[src/rtl/ovs_pkg.sv]
`timescale 1ns/1ps
// Shared defaults and types for the oversampling averager.
// Assumes samples are unsigned offset-binary words from the converter.
package ovs_pkg;
    localparam int OVS_SMP_W    = 12;  // raw sample width
    localparam int OVS_MAX_CODE = 6;   // largest averaging code (64 samples)
    localparam int OVS_LAT_SLOW = 40;  // settling enables, slow select
    localparam int OVS_LAT_FAST = 20;  // settling enables, fast select

    typedef enum logic [1:0] {
        ST_IDLE    = 2'd0,
        ST_SETTLE  = 2'd1,
        ST_COLLECT = 2'd2,
        ST_DONE    = 2'd3
    } ovs_state_e;
endpackage

[src/rtl/ovs_settle_timer.sv]
`timescale 1ns/1ps
// Counts converter clock-enable pulses while settling and flags the pulse
// that ends the interval. Assumes fast_i is held stable while run_i is high.
module ovs_settle_timer #(
    parameter int LAT_SLOW = 40,
    parameter int LAT_FAST = 20,
    localparam int LAT_W   = $clog2(LAT_SLOW + 1)
) (
    input  logic clk,
    input  logic rst_n,
    input  logic clear_i,
    input  logic run_i,
    input  logic ce_i,
    input  logic fast_i,
    output logic expire_o
);
    logic [LAT_W-1:0] cnt_q;
    logic [LAT_W-1:0] target;

    // Index of the final settling pulse for the selected latency.
    always_comb begin
        target = fast_i ? LAT_W'(LAT_FAST - 1) : LAT_W'(LAT_SLOW - 1);
    end

    assign expire_o = run_i & ce_i & (cnt_q == target);

    // Pulse counter: cleared on a new start, advanced by each enable.
    always_ff @(posedge clk) begin
        if (!rst_n)              cnt_q <= '0;
        else if (clear_i)        cnt_q <= '0;
        else if (run_i && ce_i)  cnt_q <= cnt_q + 1'b1;
    end


    settle_range_chk: assert property (@(posedge clk) disable iff (!rst_n)
        run_i |-> (cnt_q <= target));
endmodule

[src/rtl/ovs_accum.sv]
`timescale 1ns/1ps
// Sums accepted samples and counts them against the 2^code goal.
// Assumes code_i is already clamped to MAX_CODE and held during a run.
module ovs_accum #(
    parameter int SMP_W    = 12,
    parameter int MAX_CODE = 6,
    localparam int CODE_W  = $clog2(MAX_CODE + 1),
    localparam int ACC_W   = SMP_W + MAX_CODE,
    localparam int CNT_W   = MAX_CODE + 1
) (
    input  logic              clk,
    input  logic              rst_n,
    input  logic              clear_i,
    input  logic              add_i,
    input  logic [SMP_W-1:0]  sample_i,
    input  logic [CODE_W-1:0] code_i,
    output logic [ACC_W-1:0]  acc_o,
    output logic              last_o
);
    logic [ACC_W-1:0] acc_q;
    logic [CNT_W-1:0] cnt_q;
    logic [CNT_W-1:0] goal;

    // Number of samples required for the current code.
    always_comb begin
        goal = CNT_W'(1) << code_i;
    end

    assign last_o = add_i & (cnt_q == goal - 1'b1);
    assign acc_o  = acc_q;

    // Running sum and sample count.
    always_ff @(posedge clk) begin
        if (!rst_n) begin
            acc_q <= '0;
            cnt_q <= '0;
        end else if (clear_i) begin
            acc_q <= '0;
            cnt_q <= '0;
        end else if (add_i) begin
            acc_q <= acc_q + ACC_W'(sample_i);
            cnt_q <= cnt_q + 1'b1;
        end
    end


    cnt_bound_chk: assert property (@(posedge clk) disable iff (!rst_n)
        cnt_q <= goal);

    acc_bound_chk: assert property (@(posedge clk) disable iff (!rst_n)
        acc_q <= ACC_W'(cnt_q) * ACC_W'((1 << SMP_W) - 1));
endmodule

[src/rtl/ovs_format.sv]
`timescale 1ns/1ps
// Divides the sum by 2^code with a shift and applies the output format.
// Purely combinational; assumes the sum never exceeds 2^code full-scale samples.
module ovs_format #(
    parameter int SMP_W    = 12,
    parameter int MAX_CODE = 6,
    localparam int CODE_W  = $clog2(MAX_CODE + 1),
    localparam int ACC_W   = SMP_W + MAX_CODE
) (
    input  logic [ACC_W-1:0]  acc_i,
    input  logic [CODE_W-1:0] code_i,
    input  logic              offset_i,
    output logic [SMP_W-1:0]  word_o
);
    logic [SMP_W-1:0] cand [MAX_CODE+1];
    logic [SMP_W-1:0] mean;

    // One shifted view of the sum per supported code.
    for (genvar c = 0; c <= MAX_CODE; c++) begin : g_shift
        assign cand[c] = acc_i[c +: SMP_W];
    end

    // Pick the view that matches the code.
    always_comb begin
        mean = cand[0];
        for (int c = 0; c <= MAX_CODE; c++) begin
            if (code_i == CODE_W'(c)) mean = cand[c];
        end
    end

    // Two's complement is the offset-binary mean with its top bit flipped.
    always_comb begin
        word_o = offset_i ? mean : {~mean[SMP_W-1], mean[SMP_W-2:0]};
    end
endmodule

[src/rtl/ovs_mean_unit.sv]
`timescale 1ns/1ps
// Oversampling averager: settle, collect 2^code samples, shift, format.
// Assumes the sample source holds data valid for one clock per strobe.
module ovs_mean_unit
    import ovs_pkg::*;
#(
    parameter int SMP_W    = OVS_SMP_W,
    parameter int MAX_CODE = OVS_MAX_CODE,
    parameter int LAT_SLOW = OVS_LAT_SLOW,
    parameter int LAT_FAST = OVS_LAT_FAST,
    localparam int CODE_W  = $clog2(MAX_CODE + 1),
    localparam int ACC_W   = SMP_W + MAX_CODE
) (
    input  logic              clk,
    input  logic              rst_n,
    input  logic              start_i,
    input  logic [CODE_W-1:0] avg_code_i,
    input  logic              fast_lat_i,
    input  logic              fmt_offset_i,
    input  logic              adc_ce_i,
    input  logic              smp_valid_i,
    input  logic [SMP_W-1:0]  smp_data_i,
    output logic              busy_o,
    output logic              done_o,
    output logic [SMP_W-1:0]  result_o
);
    ovs_state_e        state_q;
    logic [CODE_W-1:0] code_q;
    logic              fast_q;
    logic              offset_q;
    logic [SMP_W-1:0]  result_q;
    logic              done_q;
    logic              accept;
    logic              expire;
    logic              last;
    logic [ACC_W-1:0]  acc;
    logic [SMP_W-1:0]  word;
    logic [CODE_W-1:0] code_eff;

    assign accept = start_i && (state_q == ST_IDLE);

    // Clamp codes above the largest supported one.
    always_comb begin
        code_eff = (avg_code_i > CODE_W'(MAX_CODE)) ? CODE_W'(MAX_CODE) : avg_code_i;
    end

    // Capture the run settings when a start is accepted.
    always_ff @(posedge clk) begin
        if (!rst_n) begin
            code_q   <= '0;
            fast_q   <= 1'b0;
            offset_q <= 1'b1;
        end else if (accept) begin
            code_q   <= code_eff;
            fast_q   <= fast_lat_i;
            offset_q <= fmt_offset_i;
        end
    end

    // Sequencer: idle, settle, collect, then one finishing cycle.
    always_ff @(posedge clk) begin
        if (!rst_n) begin
            state_q <= ST_IDLE;
        end else begin
            unique case (state_q)
                ST_IDLE:    if (accept) state_q <= ST_SETTLE;
                ST_SETTLE:  if (expire) state_q <= ST_COLLECT;
                ST_COLLECT: if (last)   state_q <= ST_DONE;
                ST_DONE:                state_q <= ST_IDLE;
                default:                state_q <= ST_IDLE;
            endcase
        end
    end

    // Register the formatted mean and the completion pulse.
    always_ff @(posedge clk) begin
        if (!rst_n) begin
            result_q <= '0;
            done_q   <= 1'b0;
        end else begin
            done_q <= (state_q == ST_DONE);
            if (state_q == ST_DONE) result_q <= word;
        end
    end

    ovs_settle_timer #(
        .LAT_SLOW (LAT_SLOW),
        .LAT_FAST (LAT_FAST)
    ) settle_i (
        .clk      (clk),
        .rst_n    (rst_n),
        .clear_i  (accept),
        .run_i    (state_q == ST_SETTLE),
        .ce_i     (adc_ce_i),
        .fast_i   (fast_q),
        .expire_o (expire)
    );

    ovs_accum #(
        .SMP_W    (SMP_W),
        .MAX_CODE (MAX_CODE)
    ) accum_i (
        .clk      (clk),
        .rst_n    (rst_n),
        .clear_i  (accept),
        .add_i    ((state_q == ST_COLLECT) && smp_valid_i),
        .sample_i (smp_data_i),
        .code_i   (code_q),
        .acc_o    (acc),
        .last_o   (last)
    );

    ovs_format #(
        .SMP_W    (SMP_W),
        .MAX_CODE (MAX_CODE)
    ) format_i (
        .acc_i    (acc),
        .code_i   (code_q),
        .offset_i (offset_q),
        .word_o   (word)
    );

    assign busy_o   = (state_q != ST_IDLE);
    assign done_o   = done_q;
    assign result_o = result_q;


    done_pulse_chk: assert property (@(posedge clk) disable iff (!rst_n)
        done_o |=> !done_o);

    done_end_chk: assert property (@(posedge clk) disable iff (!rst_n)
        $rose(done_o) |-> $fell(busy_o));

    result_hold_chk: assert property (@(posedge clk) disable iff (!rst_n)
        !done_o |-> $stable(result_o));

    settle_ce_chk: assert property (@(posedge clk) disable iff (!rst_n)
        (state_q == ST_COLLECT && $past(state_q) == ST_SETTLE) |-> $past(adc_ce_i));

    restart_chk: assert property (@(posedge clk) disable iff (!rst_n)
        (state_q == ST_SETTLE && $past(state_q) != ST_SETTLE) |-> $past(state_q) == ST_IDLE);
endmodule

[config.mk]
export PLATFORM = sky130hd
export DESIGN_NAME = ovs_mean_unit
export DESIGN_NICKNAME = d
export VERILOG_FILES = /design/src/rtl/ovs_pkg.sv /design/src/rtl/ovs_settle_timer.sv /design/src/rtl/ovs_accum.sv /design/src/rtl/ovs_format.sv /design/src/rtl/ovs_mean_unit.sv
export SDC_FILE = /design/constraint.sdc
export NUM_CORES = 1
export LEC_CHECK = 0
export ABC_CLOCK_PERIOD_IN_PS = 3450
export BUFFER_PORTS_ARGS = -buffer_cell sky130_fd_sc_hd__buf_2
export CELL_PAD_IN_SITES_DETAIL_PLACEMENT = 1
export CELL_PAD_IN_SITES_GLOBAL_PLACEMENT = 1
export CORE_UTILIZATION = 45
export DETAILED_ROUTE_END_ITERATION = 12
export PLACE_DENSITY_LB_ADDON = 0.1
export RECOVER_POWER = 100
export SLEW_MARGIN = 20
export SYNTH_ARGS = -nofsm -noshare
export SYNTH_HDL_FRONTEND = slang
export SYNTH_SLANG_ARGS = --single-unit
export TNS_END_PERCENT = 50
[constraint.sdc]
create_clock -name clk -period 3.45 [get_ports clk]
set_clock_uncertainty 0.2 [all_clocks]
set_input_delay 0.69 -clock clk [delete_from_list [all_inputs] [get_ports clk]]
set_output_delay 0.69 -clock clk [all_outputs]
set_load 0.005 [all_outputs]
==> flow_metrics.py, run 1 <==
metrics = {
    "flow_run": {
        "drv_cap": 0,
    },
    "min_path": {
        "min_from": "result_o[1]$_SDFFE_PN0P_",
        "whs_endpoint": "result_o[1]$_SDFFE_PN0P_",
        "whs_path_depth": 2,
        "hp-class": "reg -> reg",
    },
    "cells_and_area": {
        "drive_gt1_share_pct": 10.20,
        "layout.cells.non_filler": 602,
        "antenna_cells": 0,
        "regArea_um2": 1021,
        "fin_nets": 542,
        "multi_input_area_um2": 2391,
        "n_fill_cell": 996,
        "syn_to_final_growth_pct": 7.769,
    },
    "yosys": {
        "yosys.cell_types.count": 68,
        "async_reset_ff_share_pct": 0,
        "syn_area_per_cell_um2": 7.487,
        "synth_common_cells": "61 x nand2_1, 51 x dfxtp_1, 48 x a21oi_1, 45 x nor2_1, 22 x clkbuf_1",
        "synth_top_area_share_pct": 28.18,
        "ys_ff_latch": 51,
        "synth_edf_count": 0,
        "synthFlopType": "dfxtp_1",
        "synth_top_cells_by_area": "dfxtp_1 28%, a21oi_1 6.6%, ha_1 6.6%",
        "yosys_warnings": 0,
        "syn_nets": 526,
        "synth_most_common_cell": "nand2_1",
        "synth_largest_area_cell": "dfxtp_1",
        "seq_area_frac_synth_pct": 28.18,
        "syn_inst": 484,
        "synth_area_um2": 3623,
    },
    "detailed_routing": {
        "vias": 3597,
        "drt-total-wl_um": 10330,
        "first_pass_iters": 4,
        "wl_per_cell_um": 17.17,
        "drc": 0,
        "antenna_left": 0,
        "initialDrtViolationCount": 133,
        "vias_per_cell": 5.975,
    },
    "clock_tree": {
        "cts_tree": "built",
        "cts.sinks": 51,
        "ctsResizeCount": 0,
        "hold_buffers": 0,
        "postCtsSetupRepairBufs": 0,
        "clock_path_buffers": 2,
        "h-tree-depth": 2,
        "numCtsBuffers": 5,
        "root_buffer": "clkbuf_8",
        "worstSkewPairLatency_ps": 320,
        "path_clk_slew_ps": 100,
    },
    "power": {
        "fin_total_pwr_uw": 1814,
        "p_leak_uw": 0.001449,
        "pwr_density_cell_nw_per_um2": 464.4,
        "ir_drop_v": 0.0001724,
    },
    "place": {
        "dp_hpwl_um": 7622,
        "port-buffer-count": 35,
        "numPlacedInstances": 595,
        "pre_cts_ws_ps": 483.7,
        "gp_congestion": 0.8024,
    },
    "global_route": {
        "antenna_found_initial": 0,
        "grt_first_pass_wirelength_um": 17170,
        "grt_usage_pct": 25.34,
        "grt.overflow.total": 0,
        "grt_pass1_vias": 3477,
        "grt_max_degree": 38,
    },
    "outcome": {
        "status": "finished, final reports clean",
    },
    "die": {
        "core_area_um2": 7767,
        "die_height_um": 91.74,
        "die_area_um2": 8415,
        "die_x_um": 91.74,
        "core.rowCount": 32,
        "start_util_pct": 46.65,
        "ios": 36,
    },
    "setup_path": {
        "setup.worst_path.end_class": "flip-flop",
        "timing.rr.end": "result_o[11]$_SDFFE_PN0P_",
        "crit_type": "reg -> reg",
        "path_max_fanout": 26,
        "worst_r2r_path_depth": 7,
        "critPathLaunchType": "flip-flop",
        "crit_required_ps": 3490,
        "r2r_setup_slack_ps": 600,
        "timing.rr.start": "code_q[2]$_SDFFE_PN0P_",
        "worstPathArrival_ps": 2880,
    },
    "sta": {
        "min_period_over_period_pct": 82.56,
        "setup_violations": 0,
        "rsz0062_at_grt": "no",
        "fin_ws_ps": 601.7,
        "min_period_ps": 2848,
        "max_slew_margin_pct": 32.85,
        "fmax_ghz": 0.3511,
        "worst_slew_pin_slew_ps": 1007,
        "slew_viol_final": 0,
        "hold_viol_final": 0,
        "setup_tns_ps": 0,
    },
}
[power breakdown]
| part | switching [uW] | internal, uW |
|---|---|---|
| logic | 457 | 279 |
| registers | 75.9 | 646 |
| clock network | 216 | 140 |
| total | 749 | 1060 |
[routing by layer]
metal | share of wire [%] | global-route usage, %
met1 | 49 | 34.05
met4 | 0.96 | 5.990
met5 | 0 | 0
met2 | 46 | 42.79
met3 | 3.6 | 3.648
[logic make-up (layout without fill, tap and decap cells)]
group,after synthesis,count (layout),share of synthesized area [%]
buffers and inverters,49,65,5.698
and+or+nand+nor,175,175,22.89
adders and majority gates,20,20,7.113
DFF,51,51,28.18
xor gates and xnor gates,20,20,4.834
AOI/OAI and AO/OA,158,158,28.25
muxes,11,11,3.039
[stage by stage]
| step | hold slack (ps) | cell area (um2) | util [%] |
|---|---|---|---|
| after CTS | 277.3 | 3928 | 50.56 |
| final | 274.1 | 3905 | 50.27 |
| after global placement | 251.6 | 3845 | 49.50 |
| after global routing | 304.7 | 3905 | 50.27 |
| after detailed placement | 263.4 | 3845 | 49.50 |
| after floorplan | 244.9 | 3623 | - |
[final cells by class]
class / count / area share (%)
multi-input combinational: 384 / 61.23
sequential: 51 / 26.15
timing repair buffer: 45 / 5.992
tap: 102 / 3.268
clock buffer: 5 / 1.762
inverter: 13 / 1.250
clock inverter: 2 / 0.3525
[sequential cells by signal, summed over array words and instances (netlist names)]
name / cells
code_q: 3
state_q: 2
accum_i.cnt_q: 7
settle_i.cnt_q: 6
fast_q: 1
accum_i.acc_o: 18
done_o: 1
offset_q: 1
result_o: 12
[layout by cell type, fill, tap and decap left out, drive strengths merged, types with 6 or more instances in the layout]
| cell | netlist | final |
|---|---|---|
| o21ai | 35 | 35 |
| nand2 | 62 | 62 |
| xor2 | 8 | 8 |
| nand2b | 8 | 8 |
| buf | 14 | 38 |
| a31oi | 6 | 6 |
| inv | 13 | 13 |
| a22oi | 7 | 7 |
| nor2b | 11 | 11 |
| clkbuf | 22 | 12 |
| ha | 19 | 19 |
| nand3 | 17 | 17 |
| xnor2 | 12 | 12 |
| nor2 | 45 | 45 |
| mux2i | 11 | 11 |
| a21oi | 48 | 48 |
| a211oi | 11 | 11 |
| dfxtp | 51 | 51 |
[worst max-delay path, cell delays in order (launching register included)]
cell and delay, ps:
dfxtp_1 930, buf_4 370, buf_4 260, a21boi_1 350
nand2_1 90, a22oi_1 230, xnor2_1 100, a211oi_1 220
[worst max-delay path by stage]
| stage | endpoint | depth (start not counted) | start | slack, ps |
|---|---|---|---|---|
| after floorplan | accum_i.acc_o[16]$_SDFFE_PP0P_ | 8 | smp_data_i[0] | 840 |
| after global placement | accum_i.acc_o[16]$_SDFFE_PP0P_ | 9 | smp_data_i[0] | 530 |
| after detailed placement | accum_i.acc_o[12]$_SDFFE_PP0P_ | 9 | smp_data_i[0] | 480 |
| after CTS | accum_i.acc_o[12]$_SDFFE_PP0P_ | 9 | smp_data_i[0] | 810 |
| after global routing | result_o[11]$_SDFFE_PN0P_ | 7 | code_q[2]$_SDFFE_PN0P_ | 400 |
| final | result_o[11]$_SDFFE_PN0P_ | 7 | code_q[2]$_SDFFE_PN0P_ | 600 |
(Power assumes the default switching activity.)
==> run 2: changes to the inputs <==
--- a/config.mk
+++ b/config.mk
@@ -5,11 +5,12 @@
 export SDC_FILE = /design/constraint.sdc
 export NUM_CORES = 1
 export LEC_CHECK = 0
-export ABC_CLOCK_PERIOD_IN_PS = 3450
+export ABC_AREA = 1
+export ABC_CLOCK_PERIOD_IN_PS = 2800
 export BUFFER_PORTS_ARGS = -buffer_cell sky130_fd_sc_hd__buf_2
 export CELL_PAD_IN_SITES_DETAIL_PLACEMENT = 1
 export CELL_PAD_IN_SITES_GLOBAL_PLACEMENT = 1
-export CORE_UTILIZATION = 45
+export CORE_UTILIZATION = 43
 export DETAILED_ROUTE_END_ITERATION = 12
 export PLACE_DENSITY_LB_ADDON = 0.1
 export RECOVER_POWER = 100
==> constraint.sdc (replaced) <==
create_clock -name clk -period 2.8 [get_ports clk]
set_clock_uncertainty 0.2 [all_clocks]
set_input_delay 0.56 -clock clk [delete_from_list [all_inputs] [get_ports clk]]
set_output_delay 0.56 -clock clk [all_outputs]
set_load 0.005 [all_outputs]
==> run 2 against run 1 <==
Net effect:
- the run now ends with DRC left
- synthesized cell count up 26%
- sequential power up 20%
- wire length up 5.2%
- area after synthesis up 8.5%
- critical endpoint is now accum_i.cnt_q[6]$_SDFFE_PP0P_
- highest routed layer unchanged
==> flow_metrics.py, run 2 <==
metrics = {
    "clock_tree": {
        "root_buffer": "clkbuf_8",
        "worstSkewPairLatency_ps": 320,
        "h-tree-depth": 2,
        "cts_tree": "built",
        "clock_path_buffers": 2,
        "postCtsSetupRepairBufs": 0,
        "hold_buffers": 0,
        "numCtsBuffers": 5,
        "ctsResizeCount": 0,
        "path_clk_slew_ps": 110,
        "cts.sinks": 51,
    },
    "sta": {
        "slew_viol_final": 0,
        "rsz0062_at_grt": "no",
        "hold-worst-slack_ps": 261.6,
        "hold_viol_final": 0,
        "setup_tns_ps": 0,
        "min_period_ps": 2247,
        "fmax_ghz": 0.4451,
        "min_period_over_period_pct": 80.25,
        "worst_slew_pin_slew_ps": 885.4,
        "max_slew_margin_pct": 40.91,
        "setup_violations": 0,
        "fin_ws_ps": 553.1,
    },
    "outcome": {
        "failed_checks": "DRC",
        "status": "complete, but fails checks",
    },
    "yosys": {
        "syn_area_per_cell_um2": 6.464,
        "async_reset_ff_share_pct": 0,
        "synth_mux_area_share_pct": 0,
        "synth_edf_count": 0,
        "yosys.area_share.simple_pct": 34.64,
        "syn_nets": 650,
        "yosys.cell_types.count": 44,
        "yosys_warnings": 0,
        "synth_area_um2": 3930,
        "synth_top_area_share_pct": 25.98,
        "ys_ff_latch": 51,
        "syn_inst": 608,
        "synth_largest_area_cell": "dfxtp_1",
        "synth_common_cells": "157 x nand2_1, 81 x inv_1, 54 x a21oi_1, 51 x dfxtp_1, 49 x nand3_1",
        "yosys.area_share.adder_pct": 6.558,
        "synth_top_cells_by_area": "dfxtp_1 26%, nand2_1 15%, inv_1 7.7%",
        "synth_top_family_by_area": "simple AND/OR/NAND/NOR gates",
        "synth_compound_area_share_pct": 17.48,
        "synth_most_common_cell": "nand2_1",
        "synth_xor_area_share_pct": 1.783,
        "seq_area_frac_synth_pct": 25.98,
        "synthFlopType": "dfxtp_1",
    },
    "detailed_routing": {
        "vias": 3937,
        "drt-total-wl_um": 10870,
        "first_pass_iters": 8,
        "wl_per_cell_um": 14.65,
        "initialDrtViolationCount": 157,
        "antenna_left": 0,
        "vias_per_cell": 5.306,
        "drc": 2,
    },
    "setup_path": {
        "setup.worst_path.end_class": "flip-flop",
        "worstPathArrival_ps": 2230,
        "critPathLaunchType": "flip-flop",
        "path_max_fanout": 14,
        "timing.rr.start": "state_q[0]$_SDFFE_PN0P_",
        "crit_start": "state_q[0]$_SDFFE_PN0P_",
        "crit_required_ps": 2780,
        "crit_type": "reg -> reg",
    },
    "die": {
        "start_util_pct": 44.63,
        "die_area_um2": 9526,
        "core.rowCount": 34,
        "die_height_um": 97.60,
        "die_x_um": 97.60,
        "core_area_um2": 8806,
        "ios": 36,
    },
    "global_route": {
        "grt_usage_pct": 24.49,
        "grt_first_pass_wirelength_um": 19270,
        "grt.overflow.total": 0,
        "grt_max_degree": 24,
        "grt_pass1_vias": 4066,
        "antenna_found_initial": 0,
    },
    "cells_and_area": {
        "drive_gt1_share_pct": 12.30,
        "largest_reg_flops": 18,
        "final_common_cell": "nand2_1",
        "regArea_um2": 1021,
        "syn_to_final_growth_pct": 5.285,
        "design_area_um2": 4138,
        "antenna_cells": 0,
        "n_fill_cell": 1229,
        "mostFrequentLayoutCells": "161 x nand2_1, 83 x inv_1, 58 x a21oi_1, 51 x dfxtp_1, 49 x nand3_1",
        "multi_input_area_um2": 2344,
        "fin_nets": 675,
    },
    "power": {
        "pwr_density_cell_nw_per_um2": 588.9,
        "fin_total_pwr_uw": 2437,
        "p_leak_uw": 0.001986,
        "ir_drop_v": 0.0002626,
    },
    "min_path": {
        "hp-class": "in -> reg",
        "min_from": "fmt_offset_i",
    },
    "place": {
        "dp_hpwl_um": 8427,
        "placed_area_um2": 4091,
        "gp_congestion": 0.8562,
        "pre_cts_ws_ps": 328.7,
        "port-buffer-count": 35,
    },
    "flow_run": {
        "drv_cap": 0,
    },
}
-- run 2: area by class of cell --
cell class | count | area share (%)
Multi-Input combinational cell | 446 | 56.64
Inverter | 89 | 8.376
Tap cell | 108 | 3.266
Sequential cell | 51 | 24.67
Clock inverter | 2 | 0.3931
Timing Repair Buffer | 40 | 4.899
Clock buffer | 6 | 1.754
-- run 2: stage by stage --
step,std cells,utilization (%)
6_report,742,46.99
3_3_place_gp,734,46.46
5_1_grt,742,46.99
4_1_cts,742,47.47
3_5_place_dp,734,46.46
2_1_floorplan,608,-
-- run 2: logic make-up after synthesis --
kind of cell,count (synthesis)
AOI/OAI and AO/OA,125
xor gates and xnor gates,8
adders and majority gates,20
buffers and inverters,111
DFF,51
and+or+nand+nor,293
-- run 2: critical path, stage by stage, from the launching register on --
cell	delay (ps)
dfxtp_1	360
inv_1	120
ha_1	200
nand2_1	120
inv_1	370
nand3_1	200
nor3_1	240
nand2_1	100
xor2_1	150
nor2_1	50
-- run 2: power breakdown --
| group | leakage (uW) | switching (uW) | internal, uW |
|---|---|---|---|
| clock network | 0.0000418 | 275 | 181 |
| logic | 0.00153 | 739 | 380 |
| registers | 0.000413 | 67.2 | 796 |
-- run 2: path summary, 6_finish.rpt --
| check | endpoint | slack [ps] | cells past startpoint |
|---|---|---|---|
| min | offset_q$_SDFFE_PN1P_ | 260 | 2 |
| max reg2reg | accum_i.cnt_q[6]$_SDFFE_PP0P_ | 550 | 9 |
| min reg2reg | result_o[10]$_SDFFE_PN0P_ | 280 | 2 |
| max | accum_i.cnt_q[6]$_SDFFE_PP0P_ | 550 | 9 |
-- run 2: per-layer routing --
layer	part of all wire [%]	wire length (um)	vias to the layer above	track usage (%)
li1	-	-	2009	-
met1	47	5143	1866	30.34
met2	49	5313	47	44.63
met3	2.0	216	15	2.518
met4	1.8	194	0	6.876
met5	0	0	-	0
==> run 3: changes to the inputs <==
--- a/config.mk
+++ b/config.mk
@@ -6,7 +6,7 @@
 export NUM_CORES = 1
 export LEC_CHECK = 0
 export ABC_AREA = 1
-export ABC_CLOCK_PERIOD_IN_PS = 2800
+export ABC_CLOCK_PERIOD_IN_PS = 2200
 export BUFFER_PORTS_ARGS = -buffer_cell sky130_fd_sc_hd__buf_2
 export CELL_PAD_IN_SITES_DETAIL_PLACEMENT = 1
 export CELL_PAD_IN_SITES_GLOBAL_PLACEMENT = 1
==> constraint.sdc (replaced) <==
create_clock -name clk -period 2.2 [get_ports clk]
set_clock_uncertainty 0.2 [all_clocks]
set_input_delay 0.44 -clock clk [delete_from_list [all_inputs] [get_ports clk]]
set_output_delay 0.44 -clock clk [all_outputs]
set_load 0.005 [all_outputs]
==> run 3 against run 2 <==
Net effect:
- the run still ends with DRC left
- sequential power increased by 27%
- die area did not move
- utilization is 1.1 points higher
- global-route usage down 0.66 points
- wire length decreased by 0.51%
- critical endpoint is now accum_i.acc_o[14]$_SDFFE_PP0P_
==> flow_metrics.py, run 3 (same netlist as run 2, synthesis figures left out) <==
metrics = {
    "clock_tree": {
        "h-tree-depth": 2,
        "hold_buffers": 0,
        "root_buffer": "clkbuf_8",
        "worstSkewPairLatency_ps": 310,
        "cts.sinks": 51,
        "path_clk_slew_ps": 100,
        "cts_tree": "built",
        "numCtsBuffers": 5,
        "clock_path_buffers": 2,
    },
    "sta": {
        "hold-worst-slack_ps": 150.0,
        "fmax_ghz": 0.4815,
        "setup_violations": 0,
        "min_period_over_period_pct": 94.41,
        "slew_viol_final": 0,
        "max_slew_margin_pct": 59.63,
        "hold_viol_final": 0,
        "min_period_ps": 2077,
        "rsz0062_at_grt": "yes",
        "worst_slew_pin_slew_ps": 604.8,
    },
    "die": {
        "ios": 36,
        "core_area_um2": 8806,
        "start_util_pct": 44.63,
        "die_area_um2": 9526,
        "core.rowCount": 34,
        "die_x_um": 97.60,
        "die_height_um": 97.60,
    },
    "detailed_routing": {
        "initialDrtViolationCount": 139,
        "first_pass_iters": 8,
        "wl_per_cell_um": 14.40,
        "vias": 3959,
        "antenna_left": 0,
        "drc": 2,
        "vias_per_cell": 5.272,
        "drt-total-wl_um": 10810,
    },
    "global_route": {
        "grt_first_pass_wirelength_um": 18720,
        "antenna_found_initial": 0,
        "grt_max_degree": 24,
        "grt_usage_pct": 23.83,
        "grt.overflow.total": 0,
        "grt_pass1_vias": 4050,
    },
    "place": {
        "gp_congestion": 0.8527,
        "placed_area_um2": 4159,
        "dp_hpwl_um": 8435,
        "port-buffer-count": 35,
    },
    "cells_and_area": {
        "final_common_cell": "nand2_1",
        "largest_reg_flops": 18,
        "fin_nets": 684,
        "n_fill_cell": 1252,
        "regArea_um2": 1022,
        "drive_gt1_share_pct": 15.55,
        "syn_to_final_growth_pct": 7.736,
        "utilization_pct": 48.08,
        "antenna_cells": 0,
        "mostFrequentLayoutCells": "156 x nand2_1, 81 x inv_1, 56 x a21oi_1, 50 x dfxtp_1, 48 x nand3_1",
        "multi_input_area_um2": 2376,
        "design_area_um2": 4234,
    },
    "setup_path": {
        "path_max_fanout": 5,
        "setup.worst_path.end_class": "flip-flop",
        "crit_required_ps": 2210,
        "worstPathArrival_ps": 2090,
        "critPathLaunchType": "flip-flop",
        "crit_type": "reg -> reg",
    },
    "outcome": {
        "failed_checks": "DRC",
        "status": "complete, but fails checks",
    },
    "min_path": {
        "hp-class": "in -> reg",
    },
    "power": {
        "pwr_density_cell_nw_per_um2": 737.4,
        "p_leak_uw": 0.002034,
        "fin_total_pwr_uw": 3122,
        "ir_drop_v": 0.0003503,
    },
    "flow_run": {
        "drv_cap": 0,
    },
}
-- run 3: worst paths after layout --
kind	from	end	slack, ps	depth (start not counted)
setup / recovery	accum_i.acc_o[0]$_SDFFE_PP0P_	accum_i.acc_o[14]$_SDFFE_PP0P_	120	10
setup reg to reg	accum_i.acc_o[0]$_SDFFE_PP0P_	accum_i.acc_o[14]$_SDFFE_PP0P_	120	10
hold / removal	fmt_offset_i	offset_q$_SDFFE_PN1P_	150	2
hold reg to reg	result_o[10]$_SDFFE_PN0P_	result_o[10]$_SDFFE_PN0P_	280	2
-- run 3: what timing repair did --
action,in CTS,in global routing
buffers inserted,0,0
endpoints found under the hold margin,0,0
resized for setup,0,4
endpoints found under the setup margin,0,9
-- run 3: critical path, cell delays in order (launching register included) --
cell,delay (ps)
dfxtp_1,350
ha_1,220
fa_1,400
nand3_1,110
nand2_2,110
nand3_1,90
nand3_1,180
nand3_1,150
nand2_1,60
nand2_1,70
nor2_1,40
-- run 3: final cells by class --
cell class / instances / area share (%)
Clock buffer: 6 / 1.714
Clock inverter: 2 / 0.2955
Inverter: 89 / 8.186
Multi-Input combinational cell: 446 / 56.12
Sequential cell: 51 / 24.14
Tap cell: 108 / 3.191
Timing Repair Buffer: 49 / 6.353
-- run 3: per-stage QoR --
step	TNS, ps	setup slack (ps)	std cells
after global routing	-9.089	-3.546	751
after detailed placement	-523.2	-127.9	743
after global placement	-41.27	-26.64	743
final	0	123.0	751
after floorplan	0	176.1	608
after CTS	0	55.82	751
-- run 3: routing by layer --
metal,vias to the layer above,GRT usage (%),routed length (um)
li1,2021,-,-
met1,1891,29.94,5123
met2,39,43.48,5384
met3,8,2.518,215
met4,0,5.361,89
met5,-,0,0
-- run 3: report_power, final --
group / leakage (uW) / switching (uW) / internal (uW)
logic: 0.00158 / 950 / 510
clock network: 0.0000412 / 336 / 224
registers: 0.000413 / 89.1 / 1010
